File: src/rtl/ccp_pkg.sv
package ccp_pkg;
  localparam int ADDR_W     = 7;
  localparam int DATA_W     = 9;
  localparam int WORD_W     = ADDR_W + DATA_W;
  localparam int LINK_A     = 0;
  localparam int LINK_B     = 1;
  localparam int RESET_ADDR = 15;

  typedef struct packed {
    logic [ADDR_W-1:0] addr;
    logic [DATA_W-1:0] data;
  } cmd_t;

  function automatic logic [DATA_W-1:0] reg_default(input int idx);
    case (idx)
      0, 1:    return 9'h097;
      2, 3:    return 9'h079;
      4:       return 9'h01A;
      5:       return 9'h008;
      6:       return 9'h007;
      7:       return 9'h001;
      8:       return 9'h020;
      default: return 9'h000;
    endcase
  endfunction
endpackage

File: src/rtl/ccp_sync.sv
module ccp_sync #(
  parameter int N      = 3,
  parameter int STAGES = 2
) (
  input  logic         clk,
  input  logic         rst,
  input  logic [N-1:0] d,
  output logic [N-1:0] q
);
  for (genvar i = 0; i < N; i++) begin : g_line
    logic [STAGES-1:0] sr;
    always_ff @(posedge clk) begin
      if (rst) sr <= '1;
      else     sr <= {sr[STAGES-2:0], d[i]};
    end
    assign q[i] = sr[STAGES-1];
  end
endmodule

File: src/rtl/ccp_spi_rx.sv
module ccp_spi_rx
  import ccp_pkg::*;
(
  input  logic clk,
  input  logic rst,
  input  logic en,
  input  logic cs,
  input  logic sclk,
  input  logic sdat,
  output logic cmd_valid,
  output cmd_t cmd
);
  localparam int CW = $clog2(WORD_W + 1);

  logic              prev_cs, prev_clk;
  logic [WORD_W-1:0] shift;
  logic [CW-1:0]     cnt;

  always_ff @(posedge clk) begin
    if (rst) begin
      prev_cs   <= 1'b1;
      prev_clk  <= 1'b1;
      shift     <= '0;
      cnt       <= '0;
      cmd_valid <= 1'b0;
      cmd       <= '0;
    end else begin
      prev_cs   <= cs;
      prev_clk  <= sclk;
      cmd_valid <= 1'b0;
      if (!en) begin
        cnt <= '0;
      end else if (prev_cs && !cs) begin
        cnt <= '0;
      end else if (!prev_cs && cs) begin
        if (cnt == CW'(WORD_W)) begin
          cmd_valid <= 1'b1;
          cmd       <= cmd_t'(shift);
        end
        cnt <= '0;
      end else if (!cs && !prev_clk && sclk) begin
        shift <= {shift[WORD_W-2:0], sdat};
        if (cnt != CW'(WORD_W)) cnt <= cnt + 1'b1;
      end
    end
  end
endmodule

File: src/rtl/ccp_twi_rx.sv
module ccp_twi_rx
  import ccp_pkg::*;
#(
  parameter logic [6:0] DEV_ADDR = 7'h1A
) (
  input  logic clk,
  input  logic rst,
  input  logic en,
  input  logic scl,
  input  logic sda,
  output logic cmd_valid,
  output cmd_t cmd,
  output logic pull
);
  typedef enum logic [1:0] {T_IDLE, T_RECV, T_ACK} tstate_t;

  tstate_t    st;
  logic       prev_scl, prev_sda;
  logic [7:0] sh, hi;
  logic [3:0] bitc;
  logic [1:0] bidx;

  logic start_c, stop_c, scl_rise, scl_fall;
  assign start_c  = en && prev_scl && scl && prev_sda && !sda;
  assign stop_c   = en && prev_scl && scl && !prev_sda && sda;
  assign scl_rise = !prev_scl && scl;
  assign scl_fall = prev_scl && !scl;

  always_ff @(posedge clk) begin
    if (rst) begin
      st        <= T_IDLE;
      prev_scl  <= 1'b1;
      prev_sda  <= 1'b1;
      sh        <= '0;
      hi        <= '0;
      bitc      <= '0;
      bidx      <= '0;
      pull      <= 1'b0;
      cmd_valid <= 1'b0;
      cmd       <= '0;
    end else begin
      prev_scl  <= scl;
      prev_sda  <= sda;
      cmd_valid <= 1'b0;
      if (!en) begin
        st   <= T_IDLE;
        pull <= 1'b0;
      end else if (start_c) begin
        st   <= T_RECV;
        bitc <= '0;
        bidx <= '0;
        pull <= 1'b0;
      end else if (stop_c) begin
        st   <= T_IDLE;
        pull <= 1'b0;
      end else begin
        case (st)
          T_RECV: begin
            if (scl_rise) begin
              sh   <= {sh[6:0], sda};
              bitc <= bitc + 1'b1;
            end else if (scl_fall && bitc == 4'd8) begin
              st   <= T_ACK;
              pull <= 1'b1;
              if (bidx == 2'd0 && sh != {DEV_ADDR, 1'b0}) begin
                st   <= T_IDLE;
                pull <= 1'b0;
              end
              if (bidx == 2'd1) hi <= sh;
              if (bidx == 2'd2) begin
                cmd_valid <= 1'b1;
                cmd       <= cmd_t'({hi, sh});
              end
            end
          end
          T_ACK: begin
            if (scl_fall) begin
              pull <= 1'b0;
              bitc <= '0;
              if (bidx == 2'd2) st <= T_IDLE;
              else begin
                bidx <= bidx + 1'b1;
                st   <= T_RECV;
              end
            end
          end
          default: ;
        endcase
      end
    end
  end
endmodule

File: src/rtl/ccp_regbank.sv
module ccp_regbank
  import ccp_pkg::*;
#(
  parameter int NUM_REGS = 10
) (
  input  logic                       clk,
  input  logic                       rst,
  input  logic                       wr_valid,
  input  logic [ADDR_W-1:0]          wr_addr,
  input  logic [DATA_W-1:0]          wr_data,
  output logic [NUM_REGS*DATA_W-1:0] cfg_flat
);
  localparam int IW = $clog2(NUM_REGS);

  logic [DATA_W-1:0] regs [NUM_REGS];
  logic              mapped, clear, linked;
  logic [IW-1:0]     idx, partner;

  assign mapped  = wr_addr < ADDR_W'(NUM_REGS);
  assign clear   = (wr_addr == ADDR_W'(RESET_ADDR)) && (wr_data == '0);
  assign linked  = wr_data[DATA_W-1] &&
                   (wr_addr == ADDR_W'(LINK_A) || wr_addr == ADDR_W'(LINK_B));
  assign idx     = wr_addr[IW-1:0];
  assign partner = (wr_addr == ADDR_W'(LINK_A)) ? IW'(LINK_B) : IW'(LINK_A);

  always_ff @(posedge clk) begin
    if (rst || (wr_valid && clear)) begin
      for (int i = 0; i < NUM_REGS; i++) regs[i] <= reg_default(i);
    end else if (wr_valid && mapped) begin
      regs[idx] <= wr_data;
      if (linked) regs[partner] <= wr_data;
    end
  end

  for (genvar k = 0; k < NUM_REGS; k++) begin : g_out
    assign cfg_flat[k*DATA_W +: DATA_W] = regs[k];
  end
endmodule

File: src/rtl/ccp_ctrl_port.sv
module ccp_ctrl_port
  import ccp_pkg::*;
#(
  parameter int         NUM_REGS    = 10,
  parameter int         SYNC_STAGES = 2,
  parameter logic [6:0] DEV_ADDR    = 7'h1A
) (
  input  logic                       clk,
  input  logic                       rst,
  input  logic                       two_wire_mode,
  input  logic                       ctl_cs,
  input  logic                       ctl_clk,
  input  logic                       ctl_dat,
  output logic                       ctl_dat_pull,
  output logic [NUM_REGS*DATA_W-1:0] cfg_flat
);
  logic [2:0]        pins_s;
  logic              spi_v, twi_v, twi_pull, wr_valid;
  cmd_t              spi_cmd, twi_cmd, wr_cmd;
  logic [ADDR_W-1:0] wr_addr;
  logic [DATA_W-1:0] wr_data;

  ccp_sync #(.N(3), .STAGES(SYNC_STAGES)) u_sync (
    .clk(clk), .rst(rst),
    .d({ctl_cs, ctl_clk, ctl_dat}),
    .q(pins_s)
  );

  ccp_spi_rx u_spi (
    .clk(clk), .rst(rst), .en(!two_wire_mode),
    .cs(pins_s[2]), .sclk(pins_s[1]), .sdat(pins_s[0]),
    .cmd_valid(spi_v), .cmd(spi_cmd)
  );

  ccp_twi_rx #(.DEV_ADDR(DEV_ADDR)) u_twi (
    .clk(clk), .rst(rst), .en(two_wire_mode),
    .scl(pins_s[1]), .sda(pins_s[0]),
    .cmd_valid(twi_v), .cmd(twi_cmd), .pull(twi_pull)
  );

  assign wr_valid     = spi_v || twi_v;
  assign wr_cmd       = twi_v ? twi_cmd : spi_cmd;
  assign wr_addr      = wr_cmd.addr;
  assign wr_data      = wr_cmd.data;
  assign ctl_dat_pull = twi_pull;

  ccp_regbank #(.NUM_REGS(NUM_REGS)) u_bank (
    .clk(clk), .rst(rst),
    .wr_valid(wr_valid), .wr_addr(wr_addr), .wr_data(wr_data),
    .cfg_flat(cfg_flat)
  );
endmodule

File: config.mk
export PLATFORM = sky130hd
export DESIGN_NAME = ccp_ctrl_port
export DESIGN_NICKNAME = d
export VERILOG_FILES = /design/src/rtl/ccp_pkg.sv /design/src/rtl/ccp_sync.sv /design/src/rtl/ccp_spi_rx.sv /design/src/rtl/ccp_twi_rx.sv /design/src/rtl/ccp_regbank.sv /design/src/rtl/ccp_ctrl_port.sv
export SDC_FILE = /design/constraint.sdc
export NUM_CORES = 1
export LEC_CHECK = 0
export ABC_AREA = 1
export BUFFER_PORTS_ARGS = -buffer_cell sky130_fd_sc_hd__buf_2
export CORE_MARGIN = 2
export CORE_UTILIZATION = 47
export DETAILED_ROUTE_END_ITERATION = 8
export MAX_ROUTING_LAYER = met4
export PLACE_DENSITY_LB_ADDON = 0.15
export SETUP_SLACK_MARGIN = 0.05
export SYNTH_ARGS = -nofsm -noshare
export SYNTH_HDL_FRONTEND = slang
export SYNTH_SLANG_ARGS = --single-unit
File: constraint.sdc
create_clock -name clk -period 2.35 [get_ports clk]
set_input_delay 0.3525 -clock clk [delete_from_list [all_inputs] [get_ports clk]]
set_output_delay 0.3525 -clock clk [all_outputs]
set_load 0.02 [all_outputs]
==> out/results.ini, run 1 <==
[outcome]
status=complete, no violations

[logic_synthesis]
avgSynthCellArea_um2=9.347
synthTopCellsByArea=edfxtp_1, dfxtp_1, nor2_1
syn_nets=769
ys_ff_latch=178
synthDistinctLibCells=33
yosys.area.top_type_share_pct=38.45
synthCells=752
ys_seq_area_share_pct=63.51
synthesis.area_um2=7029
yosys_warnings=0
synth_top_area_cell=edfxtp_1

[clocking]
cts_max_path_buffers=2
clk_transition_reported_paths_ns=0.07
clk_latency_ns=0.43
cts_root_buf=clkbuf_16
cts_tree=yes
cts.sinks=178
ctsHtreeMaxLevel=4
numCtsBuffers=17
post_cts_buffers=0

[setup_path]
crit_type=register to register
required_ns=2.53
path_max_fanout=16
critPathLaunchType=register
crit_arrival_ns=2.33
critPathCaptureType=register

[sta]
tns_ns=0
finClkSkew_ns=0.008917
fin_crit_ns=2.151
tightest_slew_ns=0.5930
timing.final.crit_share_pct=91.52
slew_violations=0
max_slew_margin_pct=60.42
setup_violations=0
holdWs_ns=0.1003
fmaxAchievable_mhz=465.0
rsz0062_at_grt=yes
hold_viol=0

[grt]
antenna_found_initial=0
grt_pass1_vias=5190
grt_pass1_wl_mm=25.52
grt_max_degree=55
gr-total-overflow=0
grt_usage_pct=20.79

[floorplan]
die_x_um=126.3
dieArea_um2=15950
coreArea_um2=14590
io_pins=97
start_util_pct=48.18
rows=44
dieHeight_um=126.3

[route]
drcViolationCount=0
wl_per_cell_um=14.36
first_iter_violations=366
ant_nets=0
viasPerCell=4.981
num_vias=5364
wl_mm=15.46
drtPass1Iterations=5

[final_layout]
final_cells=1077
syn2layout_area_growth_pct=21.43
diodes=0
n_fill_cell=1316
nets=897
drive_above_1_share_pct=21.95

[pwr]
seq_power_share_pct=54.6
powerDensity_nw_per_um2=710.5
p_int_w=0.004704
finalPower_w=0.006064
p_sw_w=0.001361
swShare_pct=22.44
power.leakage_nw=3.395
vdd_drop_max_uv=461.9
clkPwrFrac_pct=42.1
combPwrFrac_pct=3.3

[placed_design]
gp_congestion=0.8943
dp.cells=1045
dp_hpwl_mm=10.96
port_buffers=96

[flow_run]
cap_violations=0

[min_path]
hp-class=input pin to register

-- cell usage after synthesis (all sizes together) --
cell / count
nor2: 155
nand2: 139
edfxtp: 90
dfxtp: 88
inv: 78
o21ai: 56
a21oi: 47
nand3: 36
clkbuf: 18
ha: 11
nor3: 7
or2: 7
buf: 5
nand4: 4
a211oi: 2
o21bai: 2
o31ai: 2
a31oi: 1
clkinv: 1
nor3b: 1
nor4: 1
o41ai: 1
-- flip-flops by register name (all words and copies together) (netlist names), 5 cells and up --
signal	flops
u_bank.regs	90
u_spi.cmd	16
u_spi.shift	16
u_twi.cmd	16
u_twi.hi	8
u_twi.sh	8
u_sync.g_line.sr	6
u_spi.cnt	5
-- power groups by stage --
stage	Combinational, W	Clock (W)	Sequential (W)
after floorplan	0.0000843	0	0.00343
after global placement	0.000197	0	0.00338
after detailed placement	0.000202	0	0.00338
after CTS	0.000202	0.00261	0.00331
after global routing	0.000222	0.00273	0.00331
final	0.000203	0.00255	0.00331
-- kinds of logic after synthesis --
logic type	count (synthesis)	synth area share, %
flip-flops	178	63.51
buffers and inverters	102	5.642
AND/OR/NAND/NOR	350	20.70
adder cells (fa/ha/maj)	11	1.958
AO/OA/AOI/OAI	111	8.188
-- cell usage in the layout (no fill, tap or decap), drive strengths merged --
cell and count:
a21oi 47, nand4 4, o31ai 2, dfxtp 88, a211oi 2, nor3 7
or2 7, inv 80, edfxtp 90, nand2 139, clkinv 10, o21bai 2
o21ai 56, nor2 155, nor4 1, buf 132, ha 11, nand3 36
o41ai 1, a31oi 1, clkinvlp 4, nor3b 1, clkbuf 17
-- layout make-up --
class / instances / area, µm² / share of cell area [%]
Clock buffer: 17 / 425.4 / 4.984
Clock inverter: 15 / 111.4 / 1.305
Inverter: 79 / 301.5 / 3.533
Multi-Input combinational cell: 472 / 2201 / 25.78
Sequential cell: 178 / 4466 / 52.32
Tap cell: 184 / 230.2 / 2.697
Timing Repair Buffer: 132 / 800.8 / 9.381
-- per-layer routing --
| layer | up-vias | routed length (µm) | GRT usage, % |
|---|---|---|---|
| met1 | 2493 | 7051 | 26.15 |
| li1 | 2717 | - | - |
| met3 | 15 | 673 | 4.555 |
| met4 | 0 | 206 | 6.658 |
| met5 | - | 0 | - |
| met2 | 139 | 7532 | 33.78 |
-- timing repair --
item / in CTS / in global routing
endpoints found under the setup margin: 0 / 106
resized for setup: 0 / 15
hold buffers: 0 / 0
-- path summary, 6_finish.rpt --
path / start / endpoint / slack, ns / cells past startpoint
setup / recovery: u_twi.cmd_valid$_SDFF_PP0_ / u_bank.regs[1][2]$_DFFE_PP_ / 0.20 / 12
hold / removal: ctl_dat / u_sync.g_line[0].sr[0]$_SDFF_PP1_ / 0.10 / 2
setup reg to reg: u_twi.cmd_valid$_SDFF_PP0_ / u_bank.regs[1][2]$_DFFE_PP_ / 0.20 / 12
hold reg to reg: u_sync.g_line[1].sr[0]$_SDFF_PP1_ / u_sync.g_line[1].sr[1]$_SDFF_PP1_ / 0.41 / 1
-- critical path: stages, from the launching register on --
cell	delay, ns
dfxtp_2	0.35
buf_12	0.14
nor2_1	0.08
nand2_1	0.07
nand2_1	0.11
o21ai_1	0.12
nor2_4	0.14
nand3_4	0.18
nor2_2	0.19
nand3_1	0.13
buf_4	0.17
nand2_1	0.14
nand2_1	0.08
-- per-stage QoR --
step	area (µm²)	setup WS [ns]	util (%)
floorplan	7029	0.1628	-
global route	8536	0.05154	58.51
finish	8536	0.1993	58.51
detailed placement	7960	0.08163	54.56
global placement	7960	0.1734	54.56
CTS	8497	0.07810	58.24
No activity file was read; power rests on OpenSTA's default activity.
==> run 2: changes to the inputs <==
--- a/config.mk
+++ b/config.mk
@@ -5,10 +5,10 @@
 export SDC_FILE = /design/constraint.sdc
 export NUM_CORES = 1
 export LEC_CHECK = 0
-export ABC_AREA = 1
 export BUFFER_PORTS_ARGS = -buffer_cell sky130_fd_sc_hd__buf_2
 export CORE_MARGIN = 2
 export CORE_UTILIZATION = 47
+export CTS_CLUSTER_DIAMETER = 50
 export DETAILED_ROUTE_END_ITERATION = 8
 export MAX_ROUTING_LAYER = met4
 export PLACE_DENSITY_LB_ADDON = 0.15
==> run 2 against run 1 <==
  * First-iteration DRC count rose by 1.9%
  * Utilization is 0.75 points lower
  * Register-to-register slack worse by 0.04 ns
  * Count of clock-buffer cells in the layout increased by 6
  * Clock skew is 0.0011 ns lower
  * Sequential cell count unchanged
  * Clock power rose by 6%
  * Setup slack got worse by 0.035 ns
  * Via count shrank 0.71%
  * Critical path depth decreased by 5
  * Design area up 2.1%
  * Fmax down 1.6%
  * Largest cell class unchanged
==> out/results.ini, run 2 <==
[route]
viasPerCell=5.391
drtPass1Iterations=6
num_vias=5326
wl_mm=16.25
ant_nets=0
first_iter_violations=373
drcViolationCount=0
wl_per_cell_um=16.45

[logic_synthesis]
synthTopCellsByCount=nor2_1, edfxtp_1, dfxtp_1, nand2_1, mux2i_1
synth_ff_type=edfxtp_1
synth_top_area_cell=edfxtp_1
synth_edf_count=90
avgSynthCellArea_um2=10.86
ys_seq_area_share_pct=62.01
yosys.area.top_type_share_pct=37.54
ys_ff_latch=178
syn_nets=680
yosysMostFrequentCell=nor2_1
synthCells=663
synth_async_sr_flop_share_pct=0
synthesis.area_um2=7199
synthDistinctLibCells=50
synthTopCellsByArea=edfxtp_1, dfxtp_1, mux2i_1
yosys_warnings=0

[clocking]
numCtsBuffers=17
cts.sinks=178
holdBufCountCts=0
cts_max_path_buffers=2
cts_tree=yes
cts_root_buf=clkbuf_16
clk_latency_ns=0.42
ctsHtreeMaxLevel=4
clk_transition_reported_paths_ns=0.06

[final_layout]
top_register=u_bank.regs
nets=804
mostFrequentLayoutCells=nor2_1, buf_2, edfxtp_1, dfxtp_1, nand2_1
final_util_pct=57.76
multi_input_area_um2=2595
diodes=0
syn2layout_area_growth_pct=21.06
n_fill_cell=1317
final_cells=988
largest_reg_flops=90
drive_above_1_share_pct=24.38
ff_latch_area_um2=4466
final_common_cell=nor2_1

[setup_path]
path_max_fanout=14
critPathCaptureType=register
critPathLaunchType=register
reg2reg_slack_ns=0.16
crit_arrival_ns=2.33
r2r_cells=7
regToRegStartpoint=u_twi.cmd_valid$_SDFF_PP0_
required_ns=2.50
crit_type=register to register
r2r_end=u_bank.regs[1][1]$_DFFE_PP_

[sta]
tns_ns=0
finClkSkew_ns=0.007800
rsz0062_at_grt=yes
slew_violations=0
tightest_slew_ns=0.8095
setup_violations=0
hold_viol=0
fin_crit_ns=2.186
max_slew_margin_pct=45.71
fmaxAchievable_mhz=457.5
holdWs_ns=0.1099
timing.final.crit_share_pct=93.01

[placed_design]
dp.cells=955
port_buffers=96
gp_congestion=0.9021
dp_hpwl_mm=11.55

[grt]
gr-total-overflow=0
antenna_found_initial=0
grt_usage_pct=21.33
grt_pass1_vias=5049
grt_max_degree=79
grt_pass1_wl_mm=26.03

[pwr]
vdd_drop_max_uv=523.2
powerDensity_nw_per_um2=719.4
power.leakage_nw=3.265

[min_path]
hp-class=input pin to register
min_to=u_sync.g_line[2].sr[0]$_SDFF_PP1_
hold_depth=2
hp-start=ctl_cs

[floorplan]
start_util_pct=47.71
coreArea_um2=15090
die_x_um=127.8
rows=45
dieHeight_um=127.8
dieArea_um2=16320
io_pins=97

[flow_run]
cap_violations=0

[outcome]
status=complete, no violations

run 2: kinds of logic (layout without fill, tap and decap cells):
family / count (synthesis) / in the layout / synth area share, %
muxes: 57 / 57 / 7.994
DFF: 178 / 178 / 62.01
AOI/OAI and AO/OA: 73 / 73 / 6.222
and+or+nand+nor: 292 / 292 / 18.58
buffers and inverters: 47 / 184 / 2.676
adders and majority gates: 11 / 11 / 1.912
xor gates and xnor gates: 5 / 5 / 0.6084
run 2: how the worst max path moves through the flow:
stage,from,cells past startpoint,slack (ns),end
finish,u_twi.cmd_valid$_SDFF_PP0_,7,0.16,u_bank.regs[1][1]$_DFFE_PP_
global route,u_twi.cmd_valid$_SDFF_PP0_,7,0.04,u_bank.regs[1][1]$_DFFE_PP_
CTS,u_twi.cmd_valid$_SDFF_PP0_,5,0.05,u_bank.regs[0][5]$_DFFE_PP_
detailed placement,u_twi.cmd_valid$_SDFF_PP0_,5,0.07,u_bank.regs[1][5]$_DFFE_PP_
global placement,u_spi.cmd[8]$_SDFFE_PP0P_,5,0.13,u_bank.regs[0][3]$_DFFE_PP_
floorplan,u_twi.cmd_valid$_SDFF_PP0_,6,0.12,u_bank.regs[0][0]$_DFFE_PP_
run 2: metal layers:
layer	vias up	GRT usage, %	share of wire, %
li1	2556	-	-
met1	2582	26.13	43
met2	166	34.98	50
met3	22	5.134	5.6
met4	0	6.981	1.6
met5	-	-	0
run 2: stage by stage:
step                      cell area, µm²  total power (W)  worst slack, ns
after global placement              8080         0.003622           0.1265
after global routing                8716         0.006472          0.03709
after floorplan                     7204         0.003548           0.1175
after CTS                           8660         0.006323          0.05336
after detailed placement            8080         0.003627          0.06539
final                               8716         0.006270           0.1643
run 2: what timing repair did:
| item | CTS | global route |
|---|---|---|
| setup buffers | 0 | 1 |
| resized for setup | 0 | 13 |
| setup endpoints to repair | 0 | 105 |
| endpoints found under the hold margin | 0 | 0 |
run 2: layout make-up:
class / count / area share [%]
Sequential cell: 178 / 51.23
Multi-Input combinational cell: 438 / 29.77
Timing Repair Buffer: 136 / 8.958
Clock buffer: 23 / 5.728
Tap cell: 188 / 2.699
Clock inverter: 9 / 0.9187
Inverter: 16 / 0.6891
run 2: where the power goes:
group / internal, W / switching [W] / total [W]
sequential: 0.00331 / 0.0000209 / 0.00333
clock: 0.00160 / 0.00111 / 0.00271
combinational: 0.0000600 / 0.000165 / 0.000225
total: 0.00497 / 0.00130 / 0.00627
run 2: critical path: stages (launching register included):
cell     delay, ns
dfxtp_2       0.37
buf_4         0.19
nor3_1        0.19
a21oi_2       0.09
or4b_1        0.57
buf_4         0.20
a21oi_4       0.15
o21ai_0       0.14
